[config.mk]
export PLATFORM = sky130hd
export DESIGN_NAME = rtt_rename_table
export DESIGN_NICKNAME = d
export VERILOG_FILES = /design/src/rtl/rtt_pkg.sv /design/src/rtl/rtt_entry.sv /design/src/rtl/rtt_src_port.sv /design/src/rtl/rtt_rename_table.sv
export SDC_FILE = /design/constraint.sdc
export NUM_CORES = 1
export LEC_CHECK = 0
export ABC_AREA = 0
export CAP_MARGIN = 10
export CORE_MARGIN = 2
export CORE_UTILIZATION = 45
export CTS_CLUSTER_SIZE = 30
export DETAILED_ROUTE_END_ITERATION = 6
export HOLD_SLACK_MARGIN = 0.02
export PLACE_DENSITY = 0.75
export SLEW_MARGIN = 20
export SYNTH_ARGS = -nofsm -noshare
export SYNTH_HDL_FRONTEND = slang
export SYNTH_SLANG_ARGS = --single-unit
export TNS_END_PERCENT = 30
[constraint.sdc]
create_clock -name clk -period 2.2 [get_ports clk]
set_input_delay 0.22 -clock clk [delete_from_list [all_inputs] [get_ports clk]]
set_output_delay 0.22 -clock clk [all_outputs]
set_load 0.02 [all_outputs]
[src/rtl/rtt_pkg.sv]
package rtt_pkg;

    parameter int RTT_REGS   = 8;
    parameter int RTT_DATA_W = 16;
    parameter int RTT_TAG_W  = 3;

    // Per-entry state: value usable, or waiting on a producer tag
    typedef enum logic {
        ENT_READY = 1'b0,
        ENT_WAIT  = 1'b1
    } ent_state_e;

endpackage

[src/rtl/rtt_entry.sv]
module rtt_entry
    import rtt_pkg::*;
#(
    parameter int DATA_W = RTT_DATA_W,
    parameter int TAG_W  = RTT_TAG_W
) (
    input  logic              clk,
    input  logic              rst_n,
    input  logic              wr_en,
    input  logic [TAG_W-1:0]  wr_tag,
    input  logic              bus_hit_valid,
    input  logic [TAG_W-1:0]  bus_tag,
    input  logic [DATA_W-1:0] bus_value,
    output logic              ent_ready,
    output logic [TAG_W-1:0]  ent_tag,
    output logic [DATA_W-1:0] ent_value
);

    ent_state_e        st_q, st_d;
    logic [TAG_W-1:0]  tag_q, tag_d;
    logic [DATA_W-1:0] val_q, val_d;

    // Next-state: rename, re-rename, capture, hold
    always_comb begin
        st_d  = st_q;
        tag_d = tag_q;
        val_d = val_q;
        unique case (st_q)
            ENT_READY: begin
                if (wr_en) begin
                    st_d  = ENT_WAIT;
                    tag_d = wr_tag;
                end
            end
            ENT_WAIT: begin
                if (wr_en) begin
                    tag_d = wr_tag;
                end else if (bus_hit_valid && (bus_tag == tag_q)) begin
                    st_d  = ENT_READY;
                    tag_d = '0;
                    val_d = bus_value;
                end
            end
        endcase
    end

    // State register
    always_ff @(posedge clk or negedge rst_n) begin
        if (!rst_n) begin
            st_q  <= ENT_READY;
            tag_q <= '0;
            val_q <= '0;
        end else begin
            st_q  <= st_d;
            tag_q <= tag_d;
            val_q <= val_d;
        end
    end

    // Outputs
    always_comb begin
        ent_value = val_q;
        unique case (st_q)
            ENT_READY: begin
                ent_ready = 1'b1;
                ent_tag   = '0;
            end
            ENT_WAIT: begin
                ent_ready = 1'b0;
                ent_tag   = tag_q;
            end
        endcase
    end

endmodule

[src/rtl/rtt_src_port.sv]
module rtt_src_port
    import rtt_pkg::*;
#(
    parameter int NUM_REGS = RTT_REGS,
    parameter int DATA_W   = RTT_DATA_W,
    parameter int TAG_W    = RTT_TAG_W,
    localparam int IDX_W   = $clog2(NUM_REGS)
) (
    input  logic [IDX_W-1:0]  sel,
    input  logic              ent_ready [NUM_REGS],
    input  logic [TAG_W-1:0]  ent_tag   [NUM_REGS],
    input  logic [DATA_W-1:0] ent_value [NUM_REGS],
    input  logic              bus_hit_valid,
    input  logic [TAG_W-1:0]  bus_tag,
    input  logic [DATA_W-1:0] bus_value,
    output logic              out_ready,
    output logic [DATA_W-1:0] out_value,
    output logic [TAG_W-1:0]  out_tag
);

    logic              pick_ready;
    logic [TAG_W-1:0]  pick_tag;
    logic [DATA_W-1:0] pick_value;

    always_comb begin
        pick_ready = ent_ready[sel];
        pick_tag   = ent_tag[sel];
        pick_value = ent_value[sel];
    end

    // Value, bypass from bus, or wait tag; never a mix
    always_comb begin
        if (pick_ready) begin
            out_ready = 1'b1;
            out_value = pick_value;
            out_tag   = '0;
        end else if (bus_hit_valid && (bus_tag == pick_tag)) begin
            out_ready = 1'b1;
            out_value = bus_value;
            out_tag   = '0;
        end else begin
            out_ready = 1'b0;
            out_value = '0;
            out_tag   = pick_tag;
        end
    end

endmodule

[src/rtl/rtt_rename_table.sv]
module rtt_rename_table
    import rtt_pkg::*;
#(
    parameter int NUM_REGS = RTT_REGS,
    parameter int DATA_W   = RTT_DATA_W,
    parameter int TAG_W    = RTT_TAG_W,
    localparam int IDX_W   = $clog2(NUM_REGS)
) (
    input  logic              clk,
    input  logic              rst_n,
    input  logic              iss_valid,
    input  logic [IDX_W-1:0]  iss_dst,
    input  logic [TAG_W-1:0]  iss_tag,
    input  logic [IDX_W-1:0]  src_a_sel,
    input  logic [IDX_W-1:0]  src_b_sel,
    input  logic              bus_valid,
    input  logic [TAG_W-1:0]  bus_tag,
    input  logic [DATA_W-1:0] bus_value,
    output logic              src_a_ready,
    output logic [DATA_W-1:0] src_a_value,
    output logic [TAG_W-1:0]  src_a_tag,
    output logic              src_b_ready,
    output logic [DATA_W-1:0] src_b_value,
    output logic [TAG_W-1:0]  src_b_tag
);

    logic              iss_fire;
    logic              bus_hit_valid;
    logic              ent_ready [NUM_REGS];
    logic [TAG_W-1:0]  ent_tag   [NUM_REGS];
    logic [DATA_W-1:0] ent_value [NUM_REGS];

    // Tag 0 means "no producer" on both ports
    assign iss_fire      = iss_valid && (iss_tag != '0);
    assign bus_hit_valid = bus_valid && (bus_tag != '0);

    for (genvar gi = 0; gi < NUM_REGS; gi++) begin : g_entry
        logic wr_en;
        assign wr_en = iss_fire && (iss_dst == IDX_W'(gi));

        rtt_entry #(
            .DATA_W (DATA_W),
            .TAG_W  (TAG_W)
        ) entry_i (
            .clk           (clk),
            .rst_n         (rst_n),
            .wr_en         (wr_en),
            .wr_tag        (iss_tag),
            .bus_hit_valid (bus_hit_valid),
            .bus_tag       (bus_tag),
            .bus_value     (bus_value),
            .ent_ready     (ent_ready[gi]),
            .ent_tag       (ent_tag[gi]),
            .ent_value     (ent_value[gi])
        );
    end

    rtt_src_port #(
        .NUM_REGS (NUM_REGS),
        .DATA_W   (DATA_W),
        .TAG_W    (TAG_W)
    ) port_a_i (
        .sel           (src_a_sel),
        .ent_ready     (ent_ready),
        .ent_tag       (ent_tag),
        .ent_value     (ent_value),
        .bus_hit_valid (bus_hit_valid),
        .bus_tag       (bus_tag),
        .bus_value     (bus_value),
        .out_ready     (src_a_ready),
        .out_value     (src_a_value),
        .out_tag       (src_a_tag)
    );

    rtt_src_port #(
        .NUM_REGS (NUM_REGS),
        .DATA_W   (DATA_W),
        .TAG_W    (TAG_W)
    ) port_b_i (
        .sel           (src_b_sel),
        .ent_ready     (ent_ready),
        .ent_tag       (ent_tag),
        .ent_value     (ent_value),
        .bus_hit_valid (bus_hit_valid),
        .bus_tag       (bus_tag),
        .bus_value     (bus_value),
        .out_ready     (src_b_ready),
        .out_value     (src_b_value),
        .out_tag       (src_b_tag)
    );

endmodule

Word level (Yosys, flattened, before mapping). Cells that the tools add are included.

Word-level logic and storage cells: 226. Bits in registers: 160. Output and inout port bits: 40.

Multiplexer cells: 110. Order comparisons: 2. Reduce and logical (&&, ||, !) cells: 39. Equal/unequal tests: 33. Bitwise logic cells: 18.

Operator list (count): 16-bit two-way mux (8); 16-bit binary-select mux with 3-bit select (2); 3-bit two-way mux (32); 3-bit one-hot mux with 2 select lines (16); 1-bit two-way mux (32); 1-bit one-hot mux with 2 select lines (16); 3-bit == test (10); 3-bit by 2-bit inequality test with 1-bit output, second input constant (8); 3-bit AND reduction (8); 1-bit logical AND (20); 3-bit binary-select mux with 3-bit select (2); 2-bit by 1-bit inequality test with 1-bit output, second input constant (8); 1-bit NOT (16); 2-bit AND reduction (8); 3-bit == test, second input constant (4); 4-bit greater-or-equal comparator, second input constant (2); 3-bit NOT with 4-bit output (2); 1-bit binary-select mux with 3-bit select (2); 3-bit by 2-bit == test with 1-bit output, second input constant (2); 3-bit nonzero test (2); 3-bit by 1-bit == test with 1-bit output, second input constant (1); 3-bit zero test (1).

Depth between registers and ports, before layout.
Depth in word-level cells: 9. Mapped depth: 8. Mapped depth without buffers: 5.

Modules after synthesis. A second synthesis with hierarchy kept.

Cell total of the unflattened synthesis: 769. Area total of the unflattened synthesis: 10025.9 µm².

Modules (own cells, without submodules): rtt_entry (seq. area each 500.5 µm², cells each 59, times used 8, area each 843.3 µm²); rtt_src_port (seq. area each 0.0 µm², cells each 141, times used 2, area each 1590.3 µm²); rtt_rename_table (seq. area each 0.0 µm², cells each 15, times used 1, area each 98.8 µm²).

Worst setup path before layout. OpenSTA, ideal clock, no wires.

Path kind: register to output. From: register g_entry[1].entry_i.st_q. To: output src_a_value[10]. Setup slack: -0.344 ns. Data required time: 1.980 ns. Buffers on the path: 1. Cell stages (with the launch flop): 7. Arrival: 2.324 ns. Cell sequence: dfrtp_1 nand2_1 mux4_1 mux2i_4 xor2_4 buf_6 o41ai_1.

Longest elaborated chain between the ends: 9.

Ends and longest elaborated chain: start, declared (line rtt_entry.sv:19) `ent_state_e st_q, st_d;`; start signal, assigned (line rtt_entry.sv:54) `st_q <= st_d;`; 1-bit NOT (line rtt_entry.sv:63) `unique case (st_q)`; 3-bit one-hot mux with 2 select lines (line rtt_entry.sv:63); 3-bit binary-select mux with 3-bit select (line rtt_src_port.sv:27) `pick_tag = ent_tag[sel];`; 3-bit two-way mux (implied by the code) (2 in a row) (line rtt_src_port.sv:27); 3-bit == test (line rtt_src_port.sv:37) `end else if (bus_hit_valid && (bus_tag == pick_tag)) begin`; 1-bit logical AND (line rtt_src_port.sv:37); 16-bit two-way mux (line rtt_src_port.sv:37); 16-bit two-way mux (*) (line rtt_src_port.sv:33) `if (pick_ready) begin`; end, declared (line rtt_rename_table.sv:20) `output logic [DATA_W-1:0] src_a_value,`.

Mark *: on every way between the ends. The rest lies on a longest branch, timed or not. The select of a mux whose other input is x is not followed.

Worst setup path after layout.
From: register g_entry[3].entry_i.st_q. To: output src_b_value[13].

Longest elaborated chain between the ends: 9.

Ends and longest elaborated chain: start, declared (line rtt_entry.sv:19); start signal, assigned (line rtt_entry.sv:54); 1-bit NOT (line rtt_entry.sv:63); 3-bit one-hot mux with 2 select lines (line rtt_entry.sv:63); 3-bit binary-select mux with 3-bit select (line rtt_src_port.sv:27); 3-bit two-way mux (implied by the code) (2 in a row) (line rtt_src_port.sv:27); 3-bit == test (line rtt_src_port.sv:37); 1-bit logical AND (line rtt_src_port.sv:37); 16-bit two-way mux (line rtt_src_port.sv:37); 16-bit two-way mux (*) (line rtt_src_port.sv:33); end, declared (line rtt_rename_table.sv:23) `output logic [DATA_W-1:0] src_b_value,`.

Marks and branches as above.

==> out/results.txt <==
TritonRoute pass-1 iters: 5
CP Class: flop to primary output
Relative slew margins: 0.572
fillers: 1622
root buffer cell: clkbuf_16
synthesized-area fraction occupied by adder cells: 0
gr ovfl total: 0
Num CTS Buffers: 17
# Max-Cap Violations: 0
GRT Util Overall: 0.273
Compound-Gate Fraction of Synth Area: 0.0890
Cell Area, Placed: 12100 µm²
H-tree level count: 4
P&R area growth vs syn: 32.8%
violated checks: setup timing
# DRC: 0
RSZ-0062 raised after global routing: true
die width: 152 µm
ordered cell list for the critical path: nand2_1 > mux4_2 > mux2i_4 > xor2_4 > buf_8 > o41ai_4 > buf_4
ANT cells: 0
Synth cell types: 41
Crit-path slowest cell: mux4_2
XOR/XNOR Fraction of Synth Area: 0.0413
Crit path required time: 1.98 ns
worst skew pair latency: 0.43 ns
multi-input logic area: 5850 µm²
#FFs+latches synth: 160
Post-Layout Cell Count: 1244
Slew Viols, Final: 0
Placed Cells incl. Taps: 1196
Worst Tran Pin Value: 0.642 ns
Final Worst Setup Slack: -0.678 ns
status: complete, but fails checks
Final Wtd Congestion: 0.895
Largest stage delay, worst path: 0.53 ns
Clock Pin Slew Worst Setup and Hold Paths: 0.07 ns
worst hold path class: primary input to async pin
layout cells sized above 1: 0.558
final cycle utilization of the critical path: 1.31
proportion of synthesized area in mux cells: 0.366
worst r2r src: g_entry[0].entry_i.tag_q[2]$_DFFE_PN0P_
CP Buf/Inv Count: 2
Longest Clk Path Bufs: 2
die area: 23000 µm²
Final min period: 2.88 ns
Buffers on Ports: 74
Setup Skew: 0.0129 ns
fmax: 0.348 GHz
most frequent cells in the layout: buf_4, dfrtp_1, mux2_2
initial antenna violation count: 0
CORE AREA: 21600 µm²
post-DR wirelength/cell: 24.3 µm
simple-gate share of the synthesized area: 0.0562
Critical Path AT: 2.66 ns
Mapped Area: 9820 µm²
dpl hpwl: 20100 µm
P_leak: 5.92 nW
pwr/cell area: 1270 nW/µm²
setup violators final: 40
post-synthesis instance total: 738
CP startpoint: g_entry[3].entry_i.st_q$_DFF_PN0_
maximum VDD drop: 0.669 mV
Initial Utilization: 0.454
sequential fraction of the synthesis area: 0.408
commonest non-fill, non-tap cell in the layout: buf_4
net count after synthesis: 773
final hold viol count: 0
CTS Sinks: 160
largest fanout on the critical path: 10
first-pass GRT wire length: 46300 µm
Die Ht: 152 µm
WL final: 30300 µm
Worst setup EP type: primary output
Finished Cell Area: 13000 µm²
Register Area: 4010 µm²
CTS tree: built
CP Depth: 7
CP delay by family, top: multiplexers
syn_area_per_cell: 13.3 µm²
largest net degree at the start of global routing: 65
Warnings, synthesis: 0
drt initial violations: 561
Nets: 986
largest family of logic cells by synthesized area: multiplexers
R2R depth: 6
Worst R2R Setup Slack: 0.13 ns
vias in the first global route: 8174
routed vias: 7665
# IOs: 75
Crit Reg-Reg Endpoint: g_entry[0].entry_i.ent_value[15]$_DFFE_PN0P_
Detail Route Antenna Nets: 0
Core Rows: 54
vias per cell: 6.16
CP startpoint kind: flop
-- metrics by stage --
stage,utilization,power [W],setup TNS (ns),setup WS (ns),hold slack (ns)
after CTS,0.600,0.0163,-23.24,-0.644,0.371
after global routing,0.603,0.0173,-25.62,-0.714,0.398
after floorplan,-,0.00988,-4.20,-0.236,-0.0756
after detailed placement,0.560,0.0129,-60.61,-0.918,0.258
final,0.603,0.0166,-23.41,-0.678,0.335
after global placement,0.560,0.0126,-52.28,-0.911,0.258
-- metal layers --
metal  global-route usage  wire length [µm]
met1                0.335             11800
met2                0.467             15300
met3               0.0479              1750
met4                0.135              1360
met5                    0                 0
-- how the worst max path moves through the flow --
stage | to
floorplan | src_b_value[0]
global placement | src_a_value[2]
detailed placement | src_b_value[13]
CTS | src_b_value[15]
global route | src_a_value[2]
finish | src_b_value[13]
-- Yosys cell counts (all sizes together) --
cell	instances	area (µm²)
a2bb2oi	2	30.0
a31o	2	17.5
a31oi	2	12.5
and3	7	45.1
buf	37	274
clkbuf	10	37.5
dfrtp	160	4000
inv	21	78.8
mux2	146	1640
mux2i	6	118
mux4	80	1840
nand2	105	412
nand3	2	10.0
nor2	5	18.8
nor2b	2	12.5
nor3	7	35.0
nor4	2	12.5
o21ai	35	175
o21bai	1	7.51
o22ai	21	131
o2bb2ai	2	17.5
o31a	5	46.3
o31ai	2	20.0
o41ai	39	417
or2	1	6.26
xnor2	6	60.1
xor2	30	345
-- timing repair --
action	in CTS	in global routing
setup endpoints to repair	40	46
buffers inserted	13	2
endpoints found under the hold margin	60	0
hold buffers	1	0
gates resized for setup	258	20
pin swaps	27	13
-- cell families after synthesis --
kind of cell | after synthesis
AOI/OAI and AO/OA | 111
buffers and inverters | 68
and+or+nand+nor | 131
DFF | 160
xor gates and xnor gates | 36
muxes | 232
-- power breakdown --
group / switching (W) / internal [W]
Combinational: 0.00365 / 0.00454
Sequential: 0.00108 / 0.00431
Clock: 0.00138 / 0.00160
Total: 0.00611 / 0.0105
-- registers in the layout (all words and copies together) (netlist names) --
register and flops:
g_entry.entry_i.ent_value 128, g_entry.entry_i.st_q 8, g_entry.entry_i.tag_q 24
-- area by class of cell --
cell class                      instances  share of cell area
Multi-Input combinational cell        510               0.448
Sequential cell                       160               0.307
Timing Repair Buffer                  241               0.167
Clock buffer                           17              0.0326
Tap cell                              280              0.0269
Clock inverter                         15              0.0119
Inverter                               21             0.00604
Note: power is estimated with default switching activity, not from simulation.
